[config.mk]
export PLATFORM = sky130hd
export DESIGN_NAME = atm_misroute_mon
export DESIGN_NICKNAME = d
export VERILOG_FILES = /design/src/rtl/atm_mon_pkg.sv /design/src/rtl/misroute_classify.sv /design/src/rtl/capture_store.sv /design/src/rtl/mon_regs.sv /design/src/rtl/atm_misroute_mon.sv
export SDC_FILE = /design/constraint.sdc
export NUM_CORES = 1
export LEC_CHECK = 0
export CAP_MARGIN = 25
export CORE_AREA = 2 2 218 220
export DETAILED_ROUTE_END_ITERATION = 10
export DIE_AREA = 0 0 220 222
export SYNTH_ARGS = -nofsm -noshare
export SYNTH_HDL_FRONTEND = slang
export SYNTH_SLANG_ARGS = --single-unit
[constraint.sdc]
create_clock -name clk -period 2.7 [get_ports clk]
set_input_delay 0.54 -clock clk [delete_from_list [all_inputs] [get_ports clk]]
set_output_delay 0.54 -clock clk [all_outputs]
set_load 0.01 [all_outputs]
[src/rtl/atm_mon_pkg.sv]
package atm_mon_pkg;
  localparam int HDR_W   = 32;
  localparam int VPI_W   = 12;
  localparam int VCI_W   = 16;
  localparam int VCI_LSB = 4;
  localparam int VPI_LSB = 20;
  localparam int REG_DW  = 16;
  localparam int REG_AW  = 16;

  localparam logic [REG_AW-1:0] ADDR_SEL  = 16'h0142;
  localparam logic [REG_AW-1:0] ADDR_CTRL = 16'h0144;
  localparam logic [REG_AW-1:0] ADDR_HHI  = 16'h0146;
  localparam logic [REG_AW-1:0] ADDR_HLO  = 16'h0148;

  function automatic logic [VCI_W-1:0] hdr_vci(input logic [HDR_W-1:0] h);
    return h[VCI_LSB +: VCI_W];
  endfunction

  function automatic logic [VPI_W-1:0] hdr_vpi(input logic [HDR_W-1:0] h);
    return h[VPI_LSB +: VPI_W];
  endfunction

  function automatic logic vci_over(input logic [VCI_W-1:0] vci,
                                    input logic [VCI_W-1:0] lim);
    return vci > lim;
  endfunction

  function automatic logic vpi_bad(input logic [VPI_W-1:0] vpi,
                                   input logic [VPI_W-1:0] unused,
                                   input logic chk);
    return chk && ((vpi & unused) != '0);
  endfunction
endpackage

[src/rtl/misroute_classify.sv]
module misroute_classify
  import atm_mon_pkg::*;
#(
  parameter int NSPACE  = 16,
  parameter int SPACE_W = 4
) (
  input  logic                     cell_vld,
  input  logic [VCI_W-1:0]         vci,
  input  logic [VPI_W-1:0]         vpi,
  input  logic [SPACE_W-1:0]       space,
  input  logic                     lut_a,
  input  logic                     lut_i,
  input  logic [NSPACE*VCI_W-1:0]  cfg_vci_max,
  input  logic [NSPACE-1:0]        cfg_vpi_chk,
  input  logic [NSPACE*VPI_W-1:0]  cfg_vpi_unused,
  input  logic [NSPACE-1:0]        sel_mask,
  output logic                     cond_ai,
  output logic                     cond_vci,
  output logic                     cond_vpi,
  output logic                     hit
);
  logic [VCI_W-1:0] lim_arr [NSPACE];
  logic [VPI_W-1:0] unu_arr [NSPACE];

  for (genvar k = 0; k < NSPACE; k++) begin : g_unpack
    assign lim_arr[k] = cfg_vci_max[k*VCI_W +: VCI_W];
    assign unu_arr[k] = cfg_vpi_unused[k*VPI_W +: VPI_W];
  end

  logic space_on;
  assign space_on = sel_mask[space];
  assign cond_ai  = !lut_a && !lut_i;
  assign cond_vci = vci_over(vci, lim_arr[space]);
  assign cond_vpi = vpi_bad(vpi, unu_arr[space], cfg_vpi_chk[space]);
  assign hit      = cell_vld && space_on && (cond_ai || cond_vci || cond_vpi);
endmodule

[src/rtl/capture_store.sv]
module capture_store
  import atm_mon_pkg::*;
#(
  parameter int SPACE_W = 4
) (
  input  logic               clk,
  input  logic               rst_n,
  input  logic               hit,
  input  logic [HDR_W-1:0]   hdr,
  input  logic [SPACE_W-1:0] space,
  input  logic               clr_pulse,
  output logic               latched,
  output logic [HDR_W-1:0]   cap_hdr,
  output logic [SPACE_W-1:0] cap_space
);
  logic take;
  assign take = hit && !latched && !clr_pulse;

  always_ff @(posedge clk or negedge rst_n) begin
    if (!rst_n) begin
      latched   <= 1'b0;
      cap_hdr   <= '0;
      cap_space <= '0;
    end else if (clr_pulse) begin
      latched   <= 1'b0;
      cap_hdr   <= '0;
      cap_space <= '0;
    end else if (take) begin
      latched   <= 1'b1;
      cap_hdr   <= hdr;
      cap_space <= space;
    end
  end

  assert_hold_R6: assert property (@(posedge clk) disable iff (!rst_n)
    (latched && !clr_pulse) |=> ($stable(cap_hdr) && $stable(cap_space) && latched));

  assert_clear_R10: assert property (@(posedge clk) disable iff (!rst_n)
    clr_pulse |=> (!latched && cap_hdr == '0 && cap_space == '0));

  assert_nohit_R5: assert property (@(posedge clk) disable iff (!rst_n)
    !hit |=> !$rose(latched));

  assert_clrwins_R11: assert property (@(posedge clk) disable iff (!rst_n)
    (clr_pulse && hit) |=> !latched);
endmodule

[src/rtl/mon_regs.sv]
module mon_regs
  import atm_mon_pkg::*;
#(
  parameter int NSPACE  = 16,
  parameter int SPACE_W = 4
) (
  input  logic               clk,
  input  logic               rst_n,
  input  logic [REG_AW-1:0]  reg_addr,
  input  logic               reg_wr,
  input  logic [REG_DW-1:0]  reg_wdata,
  input  logic               latched,
  input  logic [HDR_W-1:0]   cap_hdr,
  input  logic [SPACE_W-1:0] cap_space,
  output logic [NSPACE-1:0]  sel_mask,
  output logic               clr_pulse,
  output logic [REG_DW-1:0]  reg_rdata
);
  logic wr_sel, wr_clr;
  assign wr_sel = reg_wr && (reg_addr == ADDR_SEL);
  assign wr_clr = reg_wr && (reg_addr == ADDR_CTRL) && reg_wdata[0];

  always_ff @(posedge clk or negedge rst_n) begin
    if (!rst_n) begin
      sel_mask  <= '1;
      clr_pulse <= 1'b0;
    end else begin
      if (wr_sel) sel_mask <= reg_wdata[NSPACE-1:0];
      clr_pulse <= wr_clr;
    end
  end

  always_comb begin
    reg_rdata = '0;
    unique case (reg_addr)
      ADDR_SEL:  reg_rdata[NSPACE-1:0] = sel_mask;
      ADDR_CTRL: begin
        reg_rdata[1]           = latched;
        reg_rdata[4 +: SPACE_W] = cap_space;
      end
      ADDR_HHI:  reg_rdata = cap_hdr[HDR_W-1:REG_DW];
      ADDR_HLO:  reg_rdata = cap_hdr[REG_DW-1:0];
      default:   reg_rdata = '0;
    endcase
  end

  assert_rsvd_R12: assert property (@(posedge clk) disable iff (!rst_n)
    (reg_addr == ADDR_CTRL) |-> (reg_rdata[15:8] == '0 && reg_rdata[3:2] == '0 && !reg_rdata[0]));

  assert_pulse_R10: assert property (@(posedge clk) disable iff (!rst_n)
    clr_pulse |-> $past(reg_wr));
endmodule

[src/rtl/atm_misroute_mon.sv]
module atm_misroute_mon
  import atm_mon_pkg::*;
#(
  parameter int NSPACE  = 16,
  parameter int SPACE_W = 4
) (
  input  logic                     clk,
  input  logic                     rst_n,
  input  logic                     cell_vld,
  input  logic [31:0]              cell_hdr,
  input  logic [SPACE_W-1:0]       cell_space,
  input  logic                     lut_a,
  input  logic                     lut_i,
  input  logic [NSPACE*16-1:0]     cfg_vci_max,
  input  logic [NSPACE-1:0]        cfg_vpi_chk,
  input  logic [NSPACE*12-1:0]     cfg_vpi_unused,
  input  logic [15:0]              reg_addr,
  input  logic                     reg_wr,
  input  logic [15:0]              reg_wdata,
  output logic [15:0]              reg_rdata
);
  logic [NSPACE-1:0]  sel_mask;
  logic               clr_pulse;
  logic               cond_ai, cond_vci, cond_vpi, hit;
  logic               latched;
  logic [HDR_W-1:0]   cap_hdr;
  logic [SPACE_W-1:0] cap_space;

  misroute_classify #(.NSPACE(NSPACE), .SPACE_W(SPACE_W)) u_cls (
    .cell_vld(cell_vld), .vci(hdr_vci(cell_hdr)), .vpi(hdr_vpi(cell_hdr)),
    .space(cell_space), .lut_a(lut_a), .lut_i(lut_i),
    .cfg_vci_max(cfg_vci_max), .cfg_vpi_chk(cfg_vpi_chk),
    .cfg_vpi_unused(cfg_vpi_unused), .sel_mask(sel_mask),
    .cond_ai(cond_ai), .cond_vci(cond_vci), .cond_vpi(cond_vpi), .hit(hit));

  capture_store #(.SPACE_W(SPACE_W)) u_cap (
    .clk(clk), .rst_n(rst_n), .hit(hit), .hdr(cell_hdr), .space(cell_space),
    .clr_pulse(clr_pulse), .latched(latched), .cap_hdr(cap_hdr),
    .cap_space(cap_space));

  mon_regs #(.NSPACE(NSPACE), .SPACE_W(SPACE_W)) u_regs (
    .clk(clk), .rst_n(rst_n), .reg_addr(reg_addr), .reg_wr(reg_wr),
    .reg_wdata(reg_wdata), .latched(latched), .cap_hdr(cap_hdr),
    .cap_space(cap_space), .sel_mask(sel_mask), .clr_pulse(clr_pulse),
    .reg_rdata(reg_rdata));

  assert_mask_R1: assert property (@(posedge clk) disable iff (!rst_n)
    (cell_vld && !sel_mask[cell_space]) |=> !$rose(latched));

  assert_cause_R2: assert property (@(posedge clk) disable iff (!rst_n)
    $rose(latched) |-> $past(cond_ai || cond_vci || cond_vpi));
endmodule

* After elaboration in Yosys (flattened, before gate mapping)
Cells that the tools add are included.
** Word-level totals
- Input bits :: 538
- Register bits after elaboration :: 54
- Output and inout port bits :: 16
** Cells by class
- Reductions and logical operators :: 17
- Bitwise gates (word level) :: 2
- Equality and inequality tests :: 4
- Mux-type cells :: 21
- Magnitude comparators :: 3
** Operators with widths (count)
- $bmux W16 S4 :: 1
- $eq A16 B9 Y1 const B :: 4
- $mux W32 :: 2
- $bmux W12 S4 :: 1
- $mux W16 :: 2
- $mux W12 :: 2
- $pmux W8 S3 :: 1
- $gt A16 B16 Y1 :: 1
- $pmux W4 S4 :: 1
- $and A12 B12 Y12 :: 1
- $reduce_bool A12 Y1 :: 1
- $logic_and A1 B1 Y1 :: 9
- $bmux W1 S4 :: 2
- $mux W4 :: 2
- $pmux W2 S3 :: 1
- $ge A5 B5 Y1 const B :: 1
- $lt A4 B5 Y1 const B :: 1
- $not A4 Y5 :: 1
- $logic_not A1 Y1 :: 4
- $mux W1 :: 4
- $pmux W1 S4 :: 1
- $pmux W1 S3 :: 1
- $logic_or A1 B1 Y1 :: 2
- $reduce_bool A2 Y1 :: 1

* Logic depth before layout (Yosys ltp)
- Word-level depth :: 13
- Mapped depth :: 19
- Gate-level depth less buffers :: 12

* By module
Synthesis repeated with hierarchy kept, for this count alone.
** Unflattened totals
- Cells, all modules :: 623
- Area total of the unflattened synthesis :: 7532.2 um^2
** By module, submodules not included
- misroute_classify :: cells an instance 355, instances 1, sequential area each 0.0 um^2, area each 4360.4 um^2
- capture_store :: cells an instance 168, instances 1, sequential area each 925.9 um^2, area each 2054.5 um^2
- mon_regs :: cells an instance 100, instances 1, sequential area each 445.4 um^2, area each 1117.3 um^2

* Worst setup path before layout
Ideal clock, no wire load.
- Kind :: input to register
- Start point :: input port cell_space[0]
- End point :: register u_cap.cap_hdr[0]
- Cell stages on the path :: 19
- Setup slack :: -1.823 ns
- Setup time :: 0.124 ns
- Path buffers :: 7
- Arrival :: 4.399 ns
- Cells stage by stage :: buf_2 -> buf_4 -> buf_4 -> buf_2 -> buf_2 -> mux4_2 -> mux4_2 -> inv_1 -> ha_1 -> a21o_1 -> a21o_1 -> a21oi_1 -> o21ai_0 -> a221oi_1 -> a21o_1 -> o31ai_1 -> buf_6 -> buf_6 -> mux2i_1
** Between the ends
- Longest elaborated chain between the ends :: 12
** RTL lines
- start, declared :: line atm_misroute_mon.sv:11 : input logic [SPACE_W-1:0] cell_space,
- branches (longest 8 deep; another with $gt A16 B16 Y1)
- $logic_and A1 B1 Y1 (*) :: line misroute_classify.sv:35 : assign hit = cell_vld && space_on && (cond_ai || cond_vci || cond_vpi);
- $logic_and A1 B1 Y1 (*) (2 in a row) :: line capture_store.sv:17 : assign take = hit && !latched && !clr_pulse;
- $reduce_bool A2 Y1 (no source line) (*)
- end signal, assigned :: line capture_store.sv:30 : cap_hdr <= hdr;
- end, declared :: line capture_store.sv:13 : output logic [HDR_W-1:0] cap_hdr,
Every way passes the cells marked *. The select of a mux whose other input is x is not followed.
A chain may end at the register's enable or synchronous reset.

* Worst setup path in the final report
- Start point :: input port cell_space[0]
- End point :: register u_cap.cap_hdr[2]
The elaborated chain is that of the path after synthesis.

==> run metrics <==
most frequent cells in the layout clkdlybuf4s50_1, mux2i_1, mux4_2, buf_4, nand2_1; total grt overflow 0; clk sinks 54; met2 WL post-DR 22000 um; synth unique cells 52; most common cell after layout, fill and taps aside clkdlybuf4s50_1; Inst Count DP 1853; FMAX 0.287 GHz; Seq/Total Area, Yosys 19.6%; CTS Buf Count 5; FF+latch count, synth 54; Syn Nets 1190; RSZ-0062 raised after global routing true; wire length per cell 23.1 um; Die X-Extent 220 um; ys async rst share 100%; CP max FO 8; via count 8287; max-slew violation count 0; maximum vdd drop 0.297 mV; Remaining DRCs 0; Worst-Margin Slew 0.448 ns; failing checks setup timing; final non-filler cell total 1889; wl on met1 18100 um; number of flops mapped to enable cells by yosys 0; core area 46300 sq um; Routability Congestion 0.953; P&R area growth vs syn 115%; max cap viols 0; nets 1834; synthesized cell area 7010 sq um; Max-Slew Margin vs Limit 70.1%; Multi-input gate area 5750 sq um; largest net degree at the start of global routing 48; # port buffers 553; CP most frequent cell a21o_1; ys flop type dfrtp_1; Period Utilization, post-route 129%; Startpoint Class input pin; Min Hold Slack 0.157 ns; vias in the first global route 9252; Total GRT Usage 17.4%; uppermost layer routed met5; Data required, critical path 2.88 ns; DR pass1 iterations 5; Initial Util 15.1%; Hold WC Path Type in -> async; DRT Wirelength 43700 um; r2r startpoint u_regs.sel_mask[3]; row count 79; Crit path largest cell delay 0.50 ns; crit path capture type flip-flop; final hold violation count 0; initial antenna violation count 7; crit path cell chain buf_16, buf_12, mux4_2, mux4_2, inv_2, ha_4, a21o_1, a21o_1, a21oi_2, o21ai_2, a221oi_2, a21o_1, o31ai_4, buf_6, buf_12, mux2i_2; Leakage 6.20 nW; final setup fails 69; met3 wire length 2630 um; clock skew 0.00953 ns; H-Tree Depth 2; CTS tree built; first-pass GRT wire length 61700 um; antenna-violating nets left 0; vias per cell 4.39; crit path DAT 3.67 ns; Clock Pin Slew Worst Setup and Hold Paths 0.08 ns; initial DRC count 406; CP max-delay cell mux4_2; Cells after Synth 636; Final min period 3.49 ns; critical path class in -> reg; syn avg cell area 11.0 sq um; PwrDens 225 nW/um^2; setup ws final -0.789 ns; Die Ht 222 um; post-DP HPWL 37800 um; synthesis warning total 0; register area 1370 sq um; CTS Buffer Depth 2; Fillers 4753; Root Driver clkbuf_16; Critical Path Source cell_space[0]; clock latency on the worst-skew pair 0.30 ns; Die Area 48800 sq um; I/O pin total 554; outcome finished with violations; share of cells above drive strength 1 29.7%
==> registers in the layout (all words and copies together), names as in the netlist <==
name / count
u_cap.cap_hdr: 32
u_regs.sel_mask: 16
u_cap.latched: 1
u_regs.clr_pulse: 1
u_cap.cap_space: 4
==> Yosys cell counts, types with 7 or more instances <==
cell | count | area, sq um
mux2i_1 | 117 | 1170
nand2_1 | 109 | 409
mux4_2 | 103 | 2320
dfrtp_1 | 38 | 951
a22oi_1 | 32 | 240
clkbuf_1 | 24 | 90.1
buf_2 | 19 | 95.1
inv_1 | 18 | 67.6
o21ai_0 | 17 | 85.1
dfstp_2 | 16 | 420
ha_1 | 16 | 200
nor2_1 | 12 | 45.0
a21oi_1 | 11 | 55.1
mux2_1 | 11 | 124
nand4_1 | 11 | 68.8
mux2_2 | 7 | 78.8
==> routing by layer <==
metal	up-vias	track usage, %
li1	3803	-
met4	10	3.98
met2	367	30.6
met5	-	0
met3	46	2.99
met1	4061	22.1
==> cells by family (layout without fill, tap and decap cells) <==
logic type	count (synthesis)	in the layout	share of synthesized area (%)
other	0	1	0
muxes	238	238	52.7
adders and majority gates	16	16	2.86
DFF	54	54	19.6
AOI/OAI and AO/OA	81	81	7.93
and+or+nand+nor	170	170	11.3
buffers and inverters	77	722	5.59
==> critical path, delay by kind of cell <==
kind                     cells  cell delay, ns
multiplexers                 3            1.13
buffers and inverters        5            0.68
AO/OA/AOI/OAI                7            1.10
adder cells (fa/ha/maj)      1            0.19
==> where the power goes <==
| part | internal, mW | switching [mW] | total, mW |
|---|---|---|---|
| clock | 0.357 | 0.330 | 0.687 |
| combinational | 1.23 | 0.657 | 1.88 |
| sequential | 0.811 | 0.00207 | 0.813 |
==> final cells by class <==
class | instances | share of cell area, %
Inverter | 20 | 0.515
Sequential cell | 54 | 9.10
Antenna cell | 1 | 0.0166
Clock inverter | 3 | 0.191
Clock buffer | 5 | 0.830
Tap cell | 607 | 5.04
Timing Repair Buffer | 694 | 46.1
Multi-Input combinational cell | 505 | 38.2
==> stage by stage <==
| step | instance area, sq um | TNS (ns) | setup WS (ns) | total power [mW] | util (%) |
|---|---|---|---|---|---|
| finish | 15100 | -38.63 | -0.789 | 3.38 | 32.6 |
| global route | 15100 | -45.70 | -0.924 | 3.56 | 32.6 |
| CTS | 14900 | -38.60 | -0.817 | 3.39 | 32.2 |
| detailed placement | 14200 | -77.93 | -1.31 | 2.67 | 30.7 |
| global placement | 14200 | -74.29 | -1.25 | 2.66 | 30.7 |
| floorplan | 7370 | -48.17 | -1.20 | 1.50 | - |
==> what timing repair did <==
item | in CTS | in global routing
hold buffers | 0 | 0
resized for setup | 245 | 42
setup buffers | 19 | 4
pin swaps | 31 | 19
setup endpoints to repair | 69 | 69
gates cloned | 5 | 0
==> final timing paths <==
check / cells past startpoint / endpoint / slack, ns
min in group clk: 2 / u_cap.cap_space[0] / 0.53
worst min register to register: 2 / u_cap.cap_space[0] / 0.53
worst max register to register: 9 / u_cap.cap_hdr[2] / 0.35
max in group asynchronous: 2 / u_regs.sel_mask[12] / 1.89
worst max-delay path: 16 / u_cap.cap_hdr[2] / -0.79
worst min-delay path: 1 / u_cap.cap_hdr[16] / 0.16
No activity file was read; power rests on OpenSTA's default activity.
